**config.mk**
```make
export PLATFORM = sky130hd
export DESIGN_NAME = clk_skew_matrix
export DESIGN_NICKNAME = d
export VERILOG_FILES = /design/src/rtl/csm_pkg.sv /design/src/rtl/csm_sel_decode.sv /design/src/rtl/csm_timebase.sv /design/src/rtl/csm_pair_out.sv /design/src/rtl/csm_ref_path.sv /design/src/rtl/clk_skew_matrix.sv
export SDC_FILE = /design/constraint.sdc
export NUM_CORES = 1
export LEC_CHECK = 0
export BUFFER_PORTS_ARGS = -buffer_cell sky130_fd_sc_hd__buf_2
export CORE_UTILIZATION = 30
export DETAILED_ROUTE_END_ITERATION = 12
export GPL_ROUTABILITY_DRIVEN = 0
export PLACE_DENSITY = 0.55
export SLEW_MARGIN = 20
export SYNTH_ARGS = -nofsm -noshare
export SYNTH_HDL_FRONTEND = slang
export SYNTH_SLANG_ARGS = --single-unit
```
**constraint.sdc**
```tcl
create_clock -name clk_i -period 7.4 [get_ports clk_i]
set_input_delay 0.74 -clock clk_i [delete_from_list [all_inputs] [get_ports clk_i]]
set_output_delay 0.74 -clock clk_i [all_outputs]
set_load 0.05 [all_outputs]
```
**src/rtl/csm_pkg.sv**
```systemverilog
package csm_pkg;

  typedef enum logic [1:0] {
    FN_SKEW = 2'd0,
    FN_INV  = 2'd1,
    FN_DIV2 = 2'd2,
    FN_DIV4 = 2'd3
  } pair_fn_e;

  typedef struct packed {
    pair_fn_e           fn;
    logic signed [3:0]  off;
  } pair_cfg_t;

  // three-level code to index: low 0, mid 1, high 2; 11 reads as mid
  function automatic int lvl_idx(logic [1:0] v);
    case (v)
      2'b00:   return 0;
      2'b10:   return 2;
      default: return 1;
    endcase
  endfunction

endpackage

```
**src/rtl/csm_sel_decode.sv**
```systemverilog
module csm_sel_decode
  import csm_pkg::*;
#(
  parameter int PAIR_IDX = 0
) (
  input  logic [3:0] sel_i,
  output pair_cfg_t  cfg_o
);

  localparam bit DOUBLE_STEP = (PAIR_IDX >= 2);
  localparam bit HH_IS_DIV4  = (PAIR_IDX == 2);

  int code;
  assign code = 3 * lvl_idx(sel_i[3:2]) + lvl_idx(sel_i[1:0]);

  if (DOUBLE_STEP) begin : g_dbl
    always_comb begin
      cfg_o.fn  = FN_SKEW;
      cfg_o.off = 4'sd0;
      if (code == 0) begin
        cfg_o.fn = FN_DIV2;
      end else if (code == 8) begin
        cfg_o.fn = HH_IS_DIV4 ? FN_DIV4 : FN_INV;
      end else begin
        cfg_o.off = 4'(2 * (code - 4));
      end
    end
  end else begin : g_sgl
    always_comb begin
      cfg_o.fn  = FN_SKEW;
      cfg_o.off = 4'(code - 4);
    end
  end

endmodule

```
**src/rtl/csm_timebase.sv**
```systemverilog
module csm_timebase
  import csm_pkg::*;
#(
  parameter int NPAIR  = 4,
  parameter int N_LOW  = 44,
  parameter int N_MID  = 26,
  parameter int N_HIGH = 16,
  parameter int PW     = 6
) (
  input  logic                    clk_i,
  input  logic                    rst_ni,
  input  logic [1:0]              range_i,
  input  pair_cfg_t [NPAIR-1:0]   cfg_i,
  output logic [PW-1:0]           phase_o,
  output logic [1:0]              cyc_o,
  output logic [PW-1:0]           n_o,
  output logic                    run_o,
  output pair_cfg_t [NPAIR-1:0]   cfg_o
);

  logic [PW-1:0]         phase_q, n_q, n_next;
  logic [1:0]            cyc_q;
  logic                  start_q;
  logic                  wrap;
  pair_cfg_t [NPAIR-1:0] cfg_q;

  always_comb begin
    case (range_i)
      2'b00:   n_next = PW'(N_LOW);
      2'b10:   n_next = PW'(N_HIGH);
      default: n_next = PW'(N_MID);
    endcase
  end

  assign wrap = start_q || (phase_q == n_q - 1'b1);

  always_ff @(posedge clk_i or negedge rst_ni) begin
    if (!rst_ni) begin
      phase_q <= '0;
      cyc_q   <= '0;
      n_q     <= PW'(N_MID);
      start_q <= 1'b1;
      cfg_q   <= '0;
    end else begin
      start_q <= 1'b0;
      if (wrap) begin
        phase_q <= '0;
        n_q     <= n_next;
        cfg_q   <= cfg_i;
        cyc_q   <= start_q ? 2'd0 : cyc_q + 2'd1;
      end else begin
        phase_q <= phase_q + 1'b1;
      end
    end
  end

  assign phase_o = phase_q;
  assign cyc_o   = cyc_q;
  assign n_o     = n_q;
  assign run_o   = !start_q;
  assign cfg_o   = cfg_q;


  a_r3_phase_below_period: assert property (@(posedge clk_i) disable iff (!rst_ni)
    phase_q < n_q);


  a_r9_period_change_at_wrap: assert property (@(posedge clk_i) disable iff (!rst_ni)
    !$stable(n_q) |-> ($past(start_q) || ($past(phase_q) == $past(n_q) - 1'b1)));

endmodule

```
**src/rtl/csm_pair_out.sv**
```systemverilog
module csm_pair_out
  import csm_pkg::*;
#(
  parameter int PW = 6,
  parameter int WW = 7
) (
  input  logic          clk_i,
  input  logic          rst_ni,
  input  logic [PW-1:0] phase_i,
  input  logic [1:0]    cyc_i,
  input  logic [PW-1:0] n_i,
  input  logic          run_i,
  input  pair_cfg_t     cfg_i,
  output logic          q_o
);

  logic [3:0]    neg_off;
  logic [PW-1:0] kmod;
  logic [WW-1:0] n_ext, width;
  logic          hit;
  logic          q_q;
  logic [WW-1:0] cnt_q;

  assign neg_off = ~cfg_i.off + 4'd1;
  assign n_ext   = WW'(n_i);

  always_comb begin
    if (cfg_i.off[3]) kmod = n_i - {{(PW-4){1'b0}}, neg_off};
    else              kmod = {{(PW-4){1'b0}}, cfg_i.off};
  end

  always_comb begin
    case (cfg_i.fn)
      FN_INV: begin
        hit   = (phase_i == (n_i >> 1));
        width = n_ext >> 1;
      end
      FN_DIV2: begin
        hit   = (phase_i == '0) && cyc_i[0];
        width = n_ext;
      end
      FN_DIV4: begin
        hit   = (phase_i == '0) && (cyc_i == 2'd2);
        width = n_ext << 1;
      end
      default: begin
        hit   = (phase_i == kmod);
        width = n_ext >> 1;
      end
    endcase
  end

  // rise on schedule, then hold high for the full width
  always_ff @(posedge clk_i or negedge rst_ni) begin
    if (!rst_ni) begin
      q_q   <= 1'b0;
      cnt_q <= '0;
    end else if (q_q) begin
      if (cnt_q == '0) q_q   <= 1'b0;
      else             cnt_q <= cnt_q - 1'b1;
    end else if (run_i && hit) begin
      q_q   <= 1'b1;
      cnt_q <= width - 1'b1;
    end
  end

  assign q_o = q_q;


  a_r9_no_single_tick_pulse: assert property (@(posedge clk_i) disable iff (!rst_ni)
    $rose(q_q) |=> q_q);


  a_r6_divided_rise_at_phase0: assert property (@(posedge clk_i) disable iff (!rst_ni)
    ($rose(q_q) && (cfg_i.fn == FN_DIV2 || cfg_i.fn == FN_DIV4)) |-> ($past(phase_i) == '0));

endmodule

```
**src/rtl/csm_ref_path.sv**
```systemverilog
module csm_ref_path (
  input  logic clk_i,
  input  logic rst_ni,
  input  logic ref_i,
  output logic skew_o,
  output logic inv_o,
  output logic div2_o,
  output logic div4_o
);

  logic       ref_s, ref_d, rise;
  logic [1:0] rc_q, rc_n;
  logic       skew_q, inv_q, div2_q, div4_q;

  assign rise = ref_s && !ref_d;
  assign rc_n = rise ? rc_q + 2'd1 : rc_q;

  always_ff @(posedge clk_i or negedge rst_ni) begin
    if (!rst_ni) begin
      ref_s  <= 1'b0;
      ref_d  <= 1'b0;
      rc_q   <= '0;
      skew_q <= 1'b0;
      inv_q  <= 1'b0;
      div2_q <= 1'b0;
      div4_q <= 1'b0;
    end else begin
      ref_s  <= ref_i;
      ref_d  <= ref_s;
      rc_q   <= rc_n;
      skew_q <= ref_s;
      inv_q  <= !ref_s;
      div2_q <= rc_n[0];
      div4_q <= rc_n[1];
    end
  end

  assign skew_o = skew_q;
  assign inv_o  = inv_q;
  assign div2_o = div2_q;
  assign div4_o = div4_q;


  a_r10_div4_moves_with_div2_fall: assert property (@(posedge clk_i) disable iff (!rst_ni)
    !$stable(div4_q) |-> $fell(div2_q));

endmodule

```
**src/rtl/clk_skew_matrix.sv**
```systemverilog
module clk_skew_matrix
  import csm_pkg::*;
#(
  parameter int NPAIR  = 4,
  parameter int N_LOW  = 44,
  parameter int N_MID  = 26,
  parameter int N_HIGH = 16
) (
  input  logic               clk_i,
  input  logic               rst_ni,
  input  logic [1:0]         range_i,
  input  logic [1:0]         test_i,
  input  logic [4*NPAIR-1:0] sel_i,
  input  logic               ref_i,
  output logic [2*NPAIR-1:0] q_o
);

  localparam int N_MAX = (N_LOW > N_MID) ? ((N_LOW > N_HIGH) ? N_LOW : N_HIGH)
                                         : ((N_MID > N_HIGH) ? N_MID : N_HIGH);
  localparam int PW = $clog2(N_MAX + 1);
  localparam int WW = $clog2(2 * N_MAX + 1);

  pair_cfg_t [NPAIR-1:0] cfg_raw, cfg_act;
  logic [PW-1:0]         phase, n_cur;
  logic [1:0]            cyc;
  logic                  run;
  logic [NPAIR-1:0]      q_norm;
  logic                  r_skew, r_inv, r_div2, r_div4;
  logic                  test_on_q;

  always_ff @(posedge clk_i or negedge rst_ni) begin
    if (!rst_ni) test_on_q <= 1'b0;
    else         test_on_q <= (test_i != 2'b00);
  end

  csm_timebase #(
    .NPAIR(NPAIR), .N_LOW(N_LOW), .N_MID(N_MID), .N_HIGH(N_HIGH), .PW(PW)
  ) u_tb (
    .clk_i(clk_i), .rst_ni(rst_ni), .range_i(range_i), .cfg_i(cfg_raw),
    .phase_o(phase), .cyc_o(cyc), .n_o(n_cur), .run_o(run), .cfg_o(cfg_act)
  );

  csm_ref_path u_ref (
    .clk_i(clk_i), .rst_ni(rst_ni), .ref_i(ref_i),
    .skew_o(r_skew), .inv_o(r_inv), .div2_o(r_div2), .div4_o(r_div4)
  );

  for (genvar p = 0; p < NPAIR; p++) begin : g_pair
    logic tq, pq;

    csm_sel_decode #(.PAIR_IDX(p)) u_dec (
      .sel_i(sel_i[4*p +: 4]), .cfg_o(cfg_raw[p])
    );

    csm_pair_out #(.PW(PW), .WW(WW)) u_out (
      .clk_i(clk_i), .rst_ni(rst_ni), .phase_i(phase), .cyc_i(cyc),
      .n_i(n_cur), .run_i(run), .cfg_i(cfg_act[p]), .q_o(q_norm[p])
    );

    always_comb begin
      case (cfg_act[p].fn)
        FN_INV:  tq = r_inv;
        FN_DIV2: tq = r_div2;
        FN_DIV4: tq = r_div4;
        default: tq = r_skew;
      endcase
    end

    assign pq           = test_on_q ? tq : q_norm[p];
    assign q_o[2*p +: 2] = {2{pq}};
  end

endmodule

```
==> parameters.txt <==
Parameter                              Value

Run status
  Result of the run ... complete, but fails checks
  Violated checks ... DRC

Synth
  Total nets after synthesis ... 706
  Largest area contributor in the synthesized netlist ... sky130_fd_sc_hd__dfrtp_1
  Count of yosys warnings during synthesis ... 0
  Commonest register cell after synthesis ... sky130_fd_sc_hd__dfrtp_1
  Top area cells in the synthesized netlist ... sky130_fd_sc_hd__dfrtp_1 (29%), sky130_fd_sc_hd__ha_1 (8.5%), sky130_fd_sc_hd__xnor2_1 (4.7%), sky130_fd_sc_hd__xor2_1 (4.7%), sky130_fd_sc_hd__mux2i_1 (4.1%)
  Cell types with the highest counts after synthesis ... sky130_fd_sc_hd__dfrtp_1 (65), sky130_fd_sc_hd__nand2_1 (50), sky130_fd_sc_hd__nor2_1 (40), sky130_fd_sc_hd__ha_1 (38), sky130_fd_sc_hd__o21ai_0 (37)
  Number of synthesized flops with an enable pin ... 0
  Cell variety after synth ... 61
  Register area share after synthesis ... 31.0%
  Post-synth design cell area ... 5590 µm²
  Most common cell in the netlist ... sky130_fd_sc_hd__dfrtp_1
  Synthesized flop and latch total ... 69
  Gate Count Post-Synth ... between 600 and 700
  Area share of the largest cell type after synthesis ... roughly 29%
  Mean cell area of the mapped netlist ... 8.72 µm²
  Proportion of synthesized flip-flops having asynchronous set or reset ... 100%

Floorplanning
  IO Pins ... 31
  Die boundary width ... around 140 µm
  Standard-cell rows ... 49
  Die Span Y ... around 140 µm
  Starting Density ... between 30% and 40%
  Area inside the core boundary ... roughly 18000 µm²
  Area of the die ... roughly 19000 µm²

Global route
  Number of global-route vias before repair ... between 4k and 5k
  Global-route wire length before repair ... approximately 21000 µm
  GR Overflow Total ... 0
  Largest net degree at the start of global routing ... 70
  Initial antenna violation count ... 0
  GRT Overall Usage ... roughly 14%

Routing
  Detailed Routing Iterations Pass 1 ... 8
  Via count ... about 4.3k
  DRC violation count after routing ... 4
  Drt via density ... just under 5
  Routed wire length per instance ... around 14 µm
  Number of violations reported at the end of detailed-routing iteration 0 ... between 200 and 250
  Total detailed-routing wirelength ... 12200 µm
  Residual antenna-violating net count after detailed routing ... 0

Timing
  Transition at the pin with the smallest max-transition slack ... roughly 0.93 ns
  Setup Skew ... 0.00584 ns
  Relative max-transition margin ... 38.1%
  Fin Hold WS ... approximately 0.45 ns
  Final count of hold timing violations ... 0
  Unrepaired setup endpoints after global routing ... no
  Max Transition Viols Final ... 0
  Min Clock Period, post-route ... 3.56 ns
  Post-route worst setup slack ... about 3.8 ns
  Count of endpoints failing setup in the final report ... 0
  Highest clock frequency the design can meet ... roughly 280 MHz
  Crit share post-route ... between 40% and 50%
  Total negative slack for setup checks ... 0 ns

Placed design
  Count of input and output buffers ... 30
  Pre-CTS WS ... between 3 and 4 ns
  Final HPWL DP ... ~8600 µm

Power
  Worst vdd ir ... 0.000111 V
  Power, Total ... 1880 µW
  Leakage power of the design ... around 0.0026 µW
  P per Cell Area ... ~310 nW/µm²

Worst setup path
  Critical Path Source Type ... register
  Critical path fanouts, max ... 26
  Worst EP required ... 7.63 ns
  WP data arrival ... between 3 and 4 ns
  Element type at the critical path end ... register
  Crit path kind ... register to register

Clock tree
  Number of gates resized after CTS ... 0
  Quantity of hold-fixing buffers added after cts ... 0
  Clock buffers created by TritonCTS ... 9
  Worst skew pair latency ... about 0.34 ns
  Setup bufs post-CTS ... 0
  TritonCTS clock tree ... built
  CTS Root Buffer Type ... sky130_fd_sc_hd__clkbuf_16
  CTS H-tree depth ... 3
  Clk slew on worst S/H paths ... approximately 0.060 ns
  Sink count of the clock tree ... 69
  Max Buffers Root-to-Sink ... 2

Layout
  Final layout net count ... roughly 700
  Proportion of layout cells with a drive suffix above 1 ... 13.7%
  Ant diodes ... 0
  Syn-to-layout area delta ... 9.09%

Job
  Max-cap violations ... 0

Worst hold path
  Path type of the worst min-delay path ... register to register
## layout by cell type (no fill, tap or decap), drive strengths merged, types with 17 or more instances in the layout
master,instances
nand3,17
dfrtp,65
xor2,30
mux2,22
ha,38
nand2,50
inv,38
a21oi,30
nor2,40
xnor2,30
mux2i,23
nor3,20
buf,32
o21ai,37
nor2b,20
## registers in the layout, summed over array words and instances (netlist names)
| signal | flops |
|---|---|
| g_pair.u_out.cnt_q | 28 |
| g_pair.u_out.q_o | 4 |
| test_on_q | 1 |
| u_ref.div4_o | 1 |
| u_ref.inv_o | 1 |
| u_ref.rc_q | 1 |
| u_ref.ref_d | 1 |
| u_ref.ref_s | 1 |
| u_tb.cfg_o | 18 |
| u_tb.cyc_o | 2 |
| u_tb.n_o | 4 |
| u_tb.phase_o | 6 |
| u_tb.start_q | 1 |
## report_power, final
part           leakage (µW)  internal [µW]  switching [µW]
Clock              0.000149            269             170
Sequential         0.000840            483             172
Combinational       0.00164            390             397
Total               0.00263           1140             739
## cell families (layout without fill, tap and decap cells)
family	count (synthesis)	count (layout)	synth area share, %
xor+xnor	60	60	9.40
other cells	1	1	0.0671
flops	69	69	31.0
compound gates	123	123	14.0
buf+inv	90	85	6.94
simple gates	209	209	19.0
fa+ha+maj	42	42	9.94
mux	47	47	9.69
## critical path: stages, from the launching register on
cell and delay, ns:
sky130_fd_sc_hd__dfrtp_1 0.95, sky130_fd_sc_hd__ha_1 0.41, sky130_fd_sc_hd__o211a_1 0.15, sky130_fd_sc_hd__a211oi_1 0.20, sky130_fd_sc_hd__mux2_2 0.36, sky130_fd_sc_hd__nor4_1 0.28, sky130_fd_sc_hd__a311oi_1 0.19, sky130_fd_sc_hd__nor2_1 0.29
sky130_fd_sc_hd__a21o_1 0.25, sky130_fd_sc_hd__mux2_2 0.36
## metrics by stage
step                      utilization (%)  cells  area (µm²)
after floorplan                         -    641        5590
after global placement               32.1    849        5800
after detailed placement             32.1    849        5800
after CTS                            33.7    865        6100
after global routing                 33.7    865        6100
final                                33.7    865        6100
## metal layers
metal | GRT usage (%) | vias up | share of wire (%) | routed length, µm
li1 | - | 2196 | - | -
met1 | 19.0 | 1981 | 52 | 6340
met2 | 20.7 | 72 | 43 | 5270
met3 | 2.56 | 14 | 3.5 | 426
met4 | 5.09 | 0 | 1.6 | 195
met5 | 0 | - | 0 | 0
## worst paths after layout
check                      depth (start not counted)  slack, ns                  endpoint        start
setup / recovery                                   9       3.84  g_pair[3].u_out.cnt_q[0]  u_tb.n_o[2]
hold / removal                                     0       0.45               u_ref.ref_d  u_ref.ref_s
setup reg to reg                                   9       3.84  g_pair[3].u_out.cnt_q[0]  u_tb.n_o[2]
hold reg to reg                                    0       0.45               u_ref.ref_d  u_ref.ref_s
max in group asynchronous                          1       6.26            u_tb.cfg_o[22]       rst_ni
min in group asynchronous                          1       0.54  g_pair[3].u_out.cnt_q[3]       rst_ni
## area by class of cell
type | instances | area, µm²
fill | 1874 | 12000
multi-input combinational | 482 | 3470
sequential | 69 | 1730
tap | 229 | 287
clock buffer | 10 | 239
timing repair buffer | 32 | 168
inverter | 37 | 139
clock inverter | 6 | 61.3
Power figures use the tool's default switching activity.
